<file path="src/rtl/lsr_pkg.sv">
package lsr_pkg;

  typedef struct packed {
    logic brk;
    logic frm;
    logic par;
  } rx_tag_t;

  localparam int LSR_READY    = 0;
  localparam int LSR_OVERRUN  = 1;
  localparam int LSR_PARITY   = 2;
  localparam int LSR_FRAMING  = 3;
  localparam int LSR_BREAK    = 4;
  localparam int LSR_THR_IDLE = 5;
  localparam int LSR_TX_IDLE  = 6;
  localparam int LSR_FIFO_ERR = 7;

endpackage

</file>
<file path="src/rtl/rx_tag_queue.sv">
module rx_tag_queue
  import lsr_pkg::*;
#(
  parameter int DEPTH = 16
) (
  input  logic    clk,
  input  logic    rst,
  input  logic    fifo_mode,
  input  logic    push,
  input  logic    pop,
  input  rx_tag_t tag_in,
  output logic    overrun,
  output logic    head_new,
  output rx_tag_t head_tag,
  output logic    occupied_next,
  output logic    err_any_next
);

  localparam int AW = $clog2(DEPTH);
  localparam int CW = $clog2(DEPTH + 1);
  localparam logic [CW-1:0] FULL_LVL = CW'(DEPTH);
  localparam logic [AW-1:0] LAST_IX  = AW'(DEPTH - 1);

  rx_tag_t        mem_q [DEPTH];
  logic [AW-1:0]  rd_q, wr_q;
  logic [CW-1:0]  count_q, err_q;
  logic [CW-1:0]  count_d, err_d, cap, level_after_pop;
  logic           pop_ok, push_ok, leaving_err, entering_err;

  function automatic logic [AW-1:0] bump(input logic [AW-1:0] p);
    return (p == LAST_IX) ? '0 : p + 1'b1;
  endfunction

  always_comb begin
    cap             = fifo_mode ? FULL_LVL : CW'(1);
    pop_ok          = pop && (count_q != '0);
    level_after_pop = count_q - CW'(pop_ok);
    push_ok         = push && (level_after_pop < cap);
    overrun         = push && !push_ok;
    count_d         = level_after_pop + CW'(push_ok);

    head_new = 1'b0;
    head_tag = tag_in;
    if (pop_ok && (count_q > CW'(1))) begin
      head_new = 1'b1;
      head_tag = mem_q[bump(rd_q)];
    end else if (push_ok && (level_after_pop == '0)) begin
      head_new = 1'b1;
      head_tag = tag_in;
    end

    leaving_err  = pop_ok && (|mem_q[rd_q]);
    entering_err = push_ok && (|tag_in);
    err_d        = err_q + CW'(entering_err) - CW'(leaving_err);

    occupied_next = (count_d != '0);
    err_any_next  = (err_d != '0);
  end

  // tag storage: write-only port with no reset, so it can map to RAM
  always_ff @(posedge clk) begin
    if (push_ok) mem_q[wr_q] <= tag_in;
  end

  always_ff @(posedge clk) begin
    if (rst) begin
      rd_q    <= '0;
      wr_q    <= '0;
      count_q <= '0;
      err_q   <= '0;
    end else begin
      if (pop_ok)  rd_q <= bump(rd_q);
      if (push_ok) wr_q <= bump(wr_q);
      count_q <= count_d;
      err_q   <= err_d;
    end
  end

  AST_LEVEL_BOUND: assert property (@(posedge clk) disable iff (rst)
    count_q <= FULL_LVL);
  AST_ERR_WITHIN_LEVEL: assert property (@(posedge clk) disable iff (rst)
    err_q <= count_q);

endmodule

</file>
<file path="src/rtl/rx_error_flags.sv">
module rx_error_flags
  import lsr_pkg::*;
(
  input  logic    clk,
  input  logic    rst,
  input  logic    fifo_mode,
  input  logic    status_read,
  input  logic    overrun,
  input  logic    head_new,
  input  rx_tag_t head_tag,
  input  logic    err_any_next,
  output logic    oe_q,
  output logic    pe_q,
  output logic    fe_q,
  output logic    bi_q,
  output logic    fifo_err_q,
  output logic    any_err_next
);

  logic oe_d, pe_d, fe_d, bi_d, fifo_err_d;
  logic keep;

  always_comb begin
    keep       = !status_read;
    // a new event outranks a read in the same cycle
    oe_d       = overrun | (oe_q & keep);
    pe_d       = (head_new & head_tag.par) | (pe_q & keep);
    fe_d       = (head_new & head_tag.frm) | (fe_q & keep);
    bi_d       = (head_new & head_tag.brk) | (bi_q & keep);
    fifo_err_d = fifo_mode & (err_any_next | (fifo_err_q & keep));
    any_err_next = oe_d | pe_d | fe_d | bi_d;
  end

  always_ff @(posedge clk) begin
    if (rst) begin
      oe_q       <= 1'b0;
      pe_q       <= 1'b0;
      fe_q       <= 1'b0;
      bi_q       <= 1'b0;
      fifo_err_q <= 1'b0;
    end else begin
      oe_q       <= oe_d;
      pe_q       <= pe_d;
      fe_q       <= fe_d;
      bi_q       <= bi_d;
      fifo_err_q <= fifo_err_d;
    end
  end

  AST_DROP_SETS_OVERRUN: assert property (@(posedge clk) disable iff (rst)
    overrun |=> oe_q);
  AST_READ_CLEARS_OVERRUN: assert property (@(posedge clk) disable iff (rst)
    (status_read && !overrun) |=> !oe_q);
  AST_HEAD_PARITY_SHOWN: assert property (@(posedge clk) disable iff (rst)
    (head_new && head_tag.par) |=> pe_q);

endmodule

</file>
<file path="src/rtl/tx_status.sv">
module tx_status (
  input  logic clk,
  input  logic rst,
  input  logic hold_empty,
  input  logic shift_empty,
  input  logic thre_en,
  output logic thre_q,
  output logic temt_q,
  output logic thre_irq_q
);

  always_ff @(posedge clk) begin
    if (rst) begin
      thre_q     <= 1'b1;
      temt_q     <= 1'b1;
      thre_irq_q <= 1'b0;
    end else begin
      thre_q     <= hold_empty;
      temt_q     <= hold_empty & shift_empty;
      thre_irq_q <= thre_en & hold_empty;
    end
  end

  AST_TEMT_NEEDS_THRE: assert property (@(posedge clk) disable iff (rst)
    temt_q |-> thre_q);
  AST_THRE_IRQ_GATED: assert property (@(posedge clk) disable iff (rst)
    thre_irq_q |-> thre_q);

endmodule

</file>
<file path="src/rtl/line_status_unit.sv">
module line_status_unit
  import lsr_pkg::*;
#(
  parameter int RX_DEPTH = 16
) (
  input  logic       clk,
  input  logic       rst,
  input  logic       fifo_mode,
  input  logic       rx_push,
  input  logic       rx_par_err,
  input  logic       rx_frm_err,
  input  logic       rx_brk,
  input  logic       rx_pop,
  input  logic       tx_hold_empty,
  input  logic       tx_shift_empty,
  input  logic       status_rd,
  input  logic       rls_irq_en,
  input  logic       thre_irq_en,
  output logic [7:0] lsr,
  output logic       rls_irq,
  output logic       thre_irq
);

  rx_tag_t tag_in, head_tag;
  logic    overrun, head_new, occupied_next, err_any_next;
  logic    oe_q, pe_q, fe_q, bi_q, fifo_err_q, any_err_next;
  logic    thre_q, temt_q;
  logic    ready_q, rls_q;

  assign tag_in = '{brk: rx_brk, frm: rx_frm_err, par: rx_par_err};

  rx_tag_queue #(.DEPTH(RX_DEPTH)) u_queue (
    .clk          (clk),
    .rst          (rst),
    .fifo_mode    (fifo_mode),
    .push         (rx_push),
    .pop          (rx_pop),
    .tag_in       (tag_in),
    .overrun      (overrun),
    .head_new     (head_new),
    .head_tag     (head_tag),
    .occupied_next(occupied_next),
    .err_any_next (err_any_next)
  );

  rx_error_flags u_flags (
    .clk         (clk),
    .rst         (rst),
    .fifo_mode   (fifo_mode),
    .status_read (status_rd),
    .overrun     (overrun),
    .head_new    (head_new),
    .head_tag    (head_tag),
    .err_any_next(err_any_next),
    .oe_q        (oe_q),
    .pe_q        (pe_q),
    .fe_q        (fe_q),
    .bi_q        (bi_q),
    .fifo_err_q  (fifo_err_q),
    .any_err_next(any_err_next)
  );

  tx_status u_tx (
    .clk        (clk),
    .rst        (rst),
    .hold_empty (tx_hold_empty),
    .shift_empty(tx_shift_empty),
    .thre_en    (thre_irq_en),
    .thre_q     (thre_q),
    .temt_q     (temt_q),
    .thre_irq_q (thre_irq)
  );

  always_ff @(posedge clk) begin
    if (rst) begin
      ready_q <= 1'b0;
      rls_q   <= 1'b0;
    end else begin
      ready_q <= occupied_next;
      rls_q   <= rls_irq_en & any_err_next;
    end
  end

  always_comb begin
    lsr               = '0;
    lsr[LSR_READY]    = ready_q;
    lsr[LSR_OVERRUN]  = oe_q;
    lsr[LSR_PARITY]   = pe_q;
    lsr[LSR_FRAMING]  = fe_q;
    lsr[LSR_BREAK]    = bi_q;
    lsr[LSR_THR_IDLE] = thre_q;
    lsr[LSR_TX_IDLE]  = temt_q;
    lsr[LSR_FIFO_ERR] = fifo_err_q;
  end

  assign rls_irq = rls_q;

  AST_PUSH_SHOWS_READY: assert property (@(posedge clk) disable iff (rst)
    rx_push |=> lsr[LSR_READY]);
  AST_RLS_NEEDS_ENABLE: assert property (@(posedge clk) disable iff (rst)
    rls_irq |-> $past(rls_irq_en));
  AST_RLS_NEEDS_FLAG: assert property (@(posedge clk) disable iff (rst)
    rls_irq |-> (|lsr[LSR_BREAK:LSR_OVERRUN]));
  AST_FIFO_ERR_MODE_ONLY: assert property (@(posedge clk) disable iff (rst)
    !$past(fifo_mode) |-> !lsr[LSR_FIFO_ERR]);

endmodule

</file>
<file path="config.mk">
export PLATFORM = sky130hd
export DESIGN_NAME = line_status_unit
export DESIGN_NICKNAME = d
export VERILOG_FILES = /design/src/rtl/lsr_pkg.sv /design/src/rtl/rx_tag_queue.sv /design/src/rtl/rx_error_flags.sv /design/src/rtl/tx_status.sv /design/src/rtl/line_status_unit.sv
export SDC_FILE = /design/constraint.sdc
export NUM_CORES = 1
export LEC_CHECK = 0
export BUFFER_PORTS_ARGS = -buffer_cell sky130_fd_sc_hd__buf_2
export CAP_MARGIN = 20
export CORE_ASPECT_RATIO = 0.7
export CORE_UTILIZATION = 30
export DETAILED_ROUTE_END_ITERATION = 7
export PLACE_DENSITY = 0.5
export SYNTH_ARGS = -nofsm -noshare
export SYNTH_HDL_FRONTEND = slang
export SYNTH_SLANG_ARGS = --single-unit
</file>
<file path="constraint.sdc">
create_clock -name clk -period 4.3 [get_ports clk]
set_clock_uncertainty 0.05 [all_clocks]
set_input_delay 0.215 -clock clk [delete_from_list [all_inputs] [get_ports clk]]
set_output_delay 0.215 -clock clk [all_outputs]
set_load 0.005 [all_outputs]
</file>
==> qor.yml, run 1 <==
min_path:
  min_to: "u_tx.temt_q$_SDFF_PP1_"
  hold_depth: 2
  hold_start: "tx_shift_empty"
  hold_path_class: "in2reg"
timing:
  fin_crit_sh: 0.911
  drv_slew: 0
  max_freq_mhz: 255
  slew_headroom: 0.548
  hold-worst-slack_ns: 0.0225
  tightestPinTransition_ns: 0.676
  setup_viol: 0
  period_minus_slack_ns: 3.92
  timing_hold_violations_final: 0
floorplanning:
  coreArea_mm2: 0.0131
  num_io_pins: 23
  die_area_mm2: 0.0139
  initial_core_util: 0.307
  die_h_um: 99.0
  die_w_um: 141
  rows: 35
critical_path:
  r2r_end: "u_flags.fifo_err_q$_SDFF_PP0_"
  crit_family: "adder cells"
  critPathSlowestCell: "o41ai_4"
  critPathBufInv: 0
  crit_path_start_kind: "register"
  crit_chain: "o41ai_4, nand2_2, ha_1, ha_1, nor3b_1, xor2_1, ha_1, o21ai_1, nand2_2, nor2_1, ha_1, fa_1, xor2_1, a2111oi_2, a311oi_1"
  cpPeakStageDelay_ns: 0.41
  crit_required_ns: 4.45
  critPathKind: "reg2reg"
  r2r_slack_ns: 0.38
  endpoint_kind: "register"
  worstPathMaxFanout: 8
  critPathArrivalTime_ns: 4.06
  r2r_cells: 15
  crit_path_frequent_cell: "ha_1"
  r2r-start: "u_queue.count_q[2]$_SDFF_PP0_"
pwr:
  internal-power_mw: 1.92
  power_switching_mw: 1.14
  power.leakage_nw: 1.65
  p_seq_frac: 0.345
  power_frac_comb: 0.408
  pwr_density_cell_mw_per_mm2: 670
  pwr-share-clk: 0.248
  peakVddDrop_mv: 0.197
  p_sw_frac: 0.374
clock_network:
  path_clk_slew_ns: 0.06
  cts-root-buf: "clkbuf_16"
  tritoncts: "yes"
  clock_latency_ns: 0.34
  numCtsBuffers: 9
  cts_max_level: 3
  cts_sinks: 80
  cts_buffer_depth: 2
synthesis:
  synth_area_mm2: 0.00403
  synth_cells: 376
  synth-edff-count: 48
  synth.avg_cell_area_um2: 10.7
  synth_top_family_by_area: "simple AND/OR/NAND/NOR gates"
  async_flop_share: 0
  synth-main-ff-cell: "edfxtp_1"
  synthMuxAreaShare: 0.0633
  synth_cell_types: 54
  synthAdderAreaFrac: 0.0515
  synth-xor-area-share: 0.0366
  yosysWarnings: 0
  yosys.area_share.simple: 0.144
  ys_seq_area_frac: 0.517
  synth-compound-area-share: 0.137
  syn-num-nets: 405
  synth_seq_cells: 80
global_route:
  grt_antenna_before_repair: 0
  grt_pass1_vias: 2741
  grt_max_degree: 29
  track_usage: 0.151
  grt_pass1_wl_um: 15600
  grt.overflow.total: 0
placed_design:
  place.gp.congestion: 0.856
  place.port_buffers: 22
  hpwlAfterDp_um: 7120
detailed_routing:
  viasPerCell: 5.15
  vias: 2882
  wl_um: 9880
  first_iter_violations: 353
  post_drt_wl_per_cell_um: 17.6
  ant_nets: 0
  drt_pre_antenna_iters: 6
  drc: 0
cells_and_area:
  finish.utilization: 0.348
  drive_gt1_frac: 0.150
  area_growth_pct: 13.4
  nets: 418
  diodes: 0
job:
  cap_violations: 0
run_status:
  status: "finished, final reports clean"
-- metrics by stage --
stage                     setup TNS [ns]  area [um^2]  total power [mW]  cells  worst slack [ns]
after global routing            -0.00425         4570              3.28    560          -0.00425
after CTS                              0         4540              3.03    559             0.186
after global placement                 0         4240              2.25    543             0.312
after floorplan                        0         4030              1.96    376             0.378
final                                  0         4570              3.06    560             0.384
after detailed placement               0         4240              2.27    543             0.200
-- logic make-up after synthesis --
logic type	Yosys count
and+or+nand+nor	120
adders and majority gates	16
muxes	22
xor gates and xnor gates	16
buffers and inverters	43
DFF	80
AOI/OAI and AO/OA	79
-- synth_stat cells (12+ instances only) --
| cell | instances | area share |
|---|---|---|
| nor2_1 | 33 | 0.031 |
| inv_1 | 17 | 0.016 |
| nand2_1 | 27 | 0.025 |
| a21oi_1 | 25 | 0.031 |
| nor3_1 | 20 | 0.025 |
| mux2i_1 | 12 | 0.030 |
| nor2b_1 | 17 | 0.026 |
| ha_1 | 15 | 0.047 |
| a211oi_1 | 12 | 0.022 |
| edfxtp_1 | 48 | 0.36 |
| dfxtp_1 | 32 | 0.16 |
-- what timing repair did --
item	in CTS	in global routing
endpoints found under the hold margin	0	0
endpoints found under the setup margin	0	3
gates resized for setup	0	5
hold buffers	0	0
setup buffers	0	1
-- flip-flops by register name (all words and copies together) (netlist names), 4 cells and up, named ones only --
register	flops
u_queue.wr_q	4
u_queue.count_q	5
u_queue.err_q	5
u_queue.mem_q	48
u_queue.rd_q	4
-- power by group through the flow --
stage | Clock, mW | Sequential (mW) | Combinational (mW)
after floorplan | 0 | 0.991 | 0.973
after global placement | 0 | 1.06 | 1.19
after detailed placement | 0 | 1.06 | 1.20
after CTS | 0.775 | 1.05 | 1.21
after global routing | 0.809 | 1.07 | 1.40
final | 0.758 | 1.06 | 1.25
-- worst max path at each step --
stage,from,endpoint,slack (ns),cells past startpoint
3_3_place_gp,u_queue.count_q[2]$_SDFF_PP0_,u_flags.fifo_err_q$_SDFF_PP0_,0.31,14
4_1_cts,u_queue.count_q[2]$_SDFF_PP0_,u_flags.fifo_err_q$_SDFF_PP0_,0.19,14
5_1_grt,u_queue.count_q[2]$_SDFF_PP0_,u_flags.fifo_err_q$_SDFF_PP0_,-0.004,14
2_1_floorplan,u_queue.count_q[2]$_SDFF_PP0_,u_flags.fifo_err_q$_SDFF_PP0_,0.38,16
3_5_place_dp,u_queue.count_q[2]$_SDFF_PP0_,u_flags.fifo_err_q$_SDFF_PP0_,0.20,14
6_report,u_queue.count_q[2]$_SDFF_PP0_,u_flags.fifo_err_q$_SDFF_PP0_,0.38,15
-- cells in the final DEF, fill, tap and decap left out, types with 4 or more instances in the layout --
master / n
inv_1: 17
nor2_1: 33
buf_4: 6
dfxtp_1: 32
a311oi_1: 4
ha_1: 15
nor3_1: 20
nand2_1: 25
mux2i_1: 12
buf_2: 22
mux2_2: 4
clkbuf_16: 9
a21o_1: 5
xnor2_1: 7
edfxtp_1: 48
o21ai_0: 7
nor4_1: 8
nand2b_1: 4
a21oi_1: 25
nor2b_1: 17
mux2_1: 4
a211oi_1: 12
xor2_1: 8
-- layout make-up --
cell class                 count  area (um^2)
clock buffer                   9          225
inverter                      17         63.8
clock inverter                 7         72.6
tap                          166          208
fill                        1314         8570
multi-input combinational    253         1760
sequential                    80         2080
timing repair buffer          28          155
-- metal layers --
layer | routed length (um) | GRT usage | up-vias
li1 | - | - | 1398
met1 | 5040 | 0.223 | 1383
met2 | 4140 | 0.216 | 85
met3 | 540 | 0.0340 | 16
met4 | 165 | 0.0510 | 0
met5 | 0 | 0 | -
No activity file was read; power rests on OpenSTA's default activity.
==> run 2, diff against run 1 <==
- CORE_UTILIZATION: 30 -> 61
- PLACE_DENSITY: 0.5 -> default
- PLACE_DENSITY_LB_ADDON: default -> 0.12
==> qor.yml, run 2 (same netlist as run 1, synthesis figures left out) <==
run_status:
  status: "finished, final reports clean"  # unchanged
critical_path:
  crit_required_ns: 4.48  # was 4.45 ns
  cpPeakStageDelay_ns: 0.45  # was 0.41 ns
  crit_path_frequent_cell: "ha_1"  # unchanged
  r2r-start: "u_queue.count_q[2]$_SDFF_PP0_"  # unchanged
  r2r_slack_ns: 0.27  # was 0.38 ns
  r2r_end: "u_flags.fifo_err_q$_SDFF_PP0_"  # unchanged
  crit_family: "adder cells"  # unchanged
  critPathSlowestCell: "o41ai_2"  # was o41ai_4
  worstPathMaxFanout: 8  # unchanged
  crit_path_start_kind: "register"  # unchanged
  critPathKind: "reg2reg"  # unchanged
  r2r_cells: 15  # unchanged
  critPathBufInv: 0  # unchanged
  critPathArrivalTime_ns: 4.21  # was 4.06 ns
  crit_chain: "o41ai_2, nand2_1, ha_1, ha_1, nor3b_1, xor2_1, ha_1, o21ai_1, nand2_1, nor2_1, ha_1, fa_1, xor2_1, a2111oi_1, a311oi_1"  # was o41ai_4, nand2_2, ha_1, ha_1, nor3b_1, xor2_1, ha_1, o21ai_1, nand2_2, nor2_1, ha_1, fa_1, xor2_1, a2111oi_2, a311oi_1
  endpoint_kind: "register"  # unchanged
clock_network:
  tritoncts: "yes"  # unchanged
  postCtsSetupRepairBufs: 0  # unchanged
  numCtsBuffers: 9  # unchanged
  cts-root-buf: "clkbuf_8"  # was clkbuf_16
  clock_latency_ns: 0.36  # was 0.34 ns
  cts_max_level: 3  # unchanged
  cts_buffer_depth: 2  # unchanged
  path_clk_slew_ns: 0.09  # was 0.06 ns
  cts_sinks: 80  # unchanged
cells_and_area:
  layout_common_cells: "edfxtp_1 (48), nor2_1 (33), dfxtp_1 (32), nand2_1 (27), a21oi_1 (25)"  # was edfxtp_1 (48), nor2_1 (33), dfxtp_1 (32), nand2_1 (25), a21oi_1 (25)
  largest_register_ffs: 48  # unchanged
  layoutNonFillerInstCount: 472  # was 560
  reg.largest.list: "u_queue.mem_q x48, u_queue.count_q x5, u_queue.err_q x5"  # unchanged
  nets: 418  # unchanged
  final_common_cell: "edfxtp_1"  # unchanged
  top_register: "u_queue.mem_q"  # unchanged
  area_growth_pct: 7.26  # was 13.4%
  diodes: 0  # unchanged
  drive_gt1_frac: 0.142  # was 0.150
  finish.utilization: 0.686  # was 0.348
min_path:
  hold_start: "thre_irq_en"  # was tx_shift_empty
  hold_depth: 3  # was 2
  min_to: "u_tx.thre_irq_q$_SDFF_PP0_"  # was u_tx.temt_q$_SDFF_PP1_
  hold_path_class: "in2reg"  # unchanged
timing:
  period_minus_slack_ns: 4.03  # was 3.92 ns
  timing_hold_violations_final: 0  # unchanged
  max_freq_mhz: 248  # was 255 MHz
  setup_tns_ns: 0  # unchanged
  tightestPinTransition_ns: 0.677  # was 0.676 ns
  fin_crit_sh: 0.938  # was 0.911
  hold-worst-slack_ns: 0.0251  # was 0.0225 ns
  rsz0062_at_grt: "no"
  setup_viol: 0  # unchanged
  slew_headroom: 0.547  # was 0.548
  drv_slew: 0  # unchanged
global_route:
  track_usage: 0.271  # was 0.151
  grt_antenna_before_repair: 0  # unchanged
  grt_pass1_wl_um: 13700  # was 15600 um
  grt_pass1_vias: 2644  # was 2741
  grt.overflow.total: 0  # unchanged
  grt_max_degree: 29  # unchanged
floorplanning:
  rows: 24  # was 35
  die_area_mm2: 0.00694  # was 0.0139 mm^2
  die_w_um: 99.2  # was 141 um
  die_h_um: 70.0  # was 99.0 um
  coreArea_mm2: 0.00631  # was 0.0131 mm^2
  num_io_pins: 23  # unchanged
  initial_core_util: 0.639  # was 0.307
pwr:
  peakVddDrop_mv: 0.493  # was 0.197 mV
  pwr_density_cell_mw_per_mm2: 637  # was 670 mW/mm^2
  power.leakage_nw: 1.60  # was 1.65 nW
  power.total_mw: 2.75  # was 3.06 mW
placed_design:
  hpwlAfterDp_um: 6410  # was 7120 um
  place.gp.congestion: 0.880  # was 0.856
  place.port_buffers: 22  # unchanged
  dp.cells: 455  # was 543
detailed_routing:
  drt_pre_antenna_iters: 5  # was 6
  ant_nets: 0  # unchanged
  drc: 0  # unchanged
  vias: 2911  # was 2882
  post_drt_wl_per_cell_um: 18.5  # was 17.6 um
  first_iter_violations: 220  # was 353
  wl_um: 8730  # was 9880 um
  viasPerCell: 6.17  # was 5.15
job:
  cap_violations: 0  # unchanged
run 2: changes by cell type in the layout (fill, tap and decap cells not counted), sizes merged:
cell | previous run | this run
dlygate4sd3 | 0 | 1
clkinv | 5 | 2
bufinv | 1 | 0
inv | 17 | 20
clkbuf | 9 | 10
buf | 28 | 27
run 2: worst max-delay path by stage:
stage                                              from                       endpoint  slack [ns]  depth (start not counted)
after global placement    u_queue.count_q[2]$_SDFF_PP0_  u_flags.fifo_err_q$_SDFF_PP0_        0.45                         15
after CTS                 u_queue.count_q[2]$_SDFF_PP0_  u_flags.fifo_err_q$_SDFF_PP0_        0.25                         15
final                     u_queue.count_q[2]$_SDFF_PP0_  u_flags.fifo_err_q$_SDFF_PP0_        0.27                         15
after global routing      u_queue.count_q[2]$_SDFF_PP0_  u_flags.fifo_err_q$_SDFF_PP0_       0.007                         15
after floorplan           u_queue.count_q[2]$_SDFF_PP0_  u_flags.fifo_err_q$_SDFF_PP0_        0.38                         16
after detailed placement  u_queue.count_q[2]$_SDFF_PP0_  u_flags.fifo_err_q$_SDFF_PP0_        0.26                         15
run 2: per-layer routing:
metal / vias up / share of wire / GRT usage
li1: 1399 / - / -
met1: 1379 / 0.49 / 0.412
met2: 127 / 0.41 / 0.377
met3: 6 / 0.091 / 0.0761
met4: 0 / 0.0063 / 0.0752
met5: - / 0 / 0
run 2: power by group:
| part | internal [mW] | total, mW | switching [mW] |
|---|---|---|---|
| Sequential | 0.926 | 1.05 | 0.122 |
| Combinational | 0.523 | 1.20 | 0.677 |
| Clock | 0.227 | 0.503 | 0.276 |
| Total | 1.68 | 2.75 | 1.08 |
run 2: cell type report:
| cell class | instances | area (um^2) |
|---|---|---|
| Sequential cell | 80 | 2080 |
| Timing Repair Buffer | 28 | 158 |
| Clock buffer | 10 | 138 |
| Multi-Input combinational cell | 253 | 1740 |
| Clock inverter | 6 | 41.3 |
| Inverter | 17 | 63.8 |
| Tap cell | 78 | 97.6 |
| Fill cell | 486 | 1980 |
run 2: worst min-delay path, cell delays in order:
cell,delay [ns]
buf_2,0.09
nand2_1,0.05
nor2_1,0.03
run 2: repair_timing:
item                                   4_1_cts  5_1_grt
hold buffers                                 1        0
setup endpoints to repair                    0        1
resized for setup                            0        1
endpoints found under the hold margin        1        0
run 2: stage by stage:
step                setup slack [ns]  cell area (um^2)
finish                         0.265              4320
global route                 0.00722              4320
CTS                            0.252              4320
detailed placement             0.255              4130
global placement               0.449              4130
floorplan                      0.378              4030
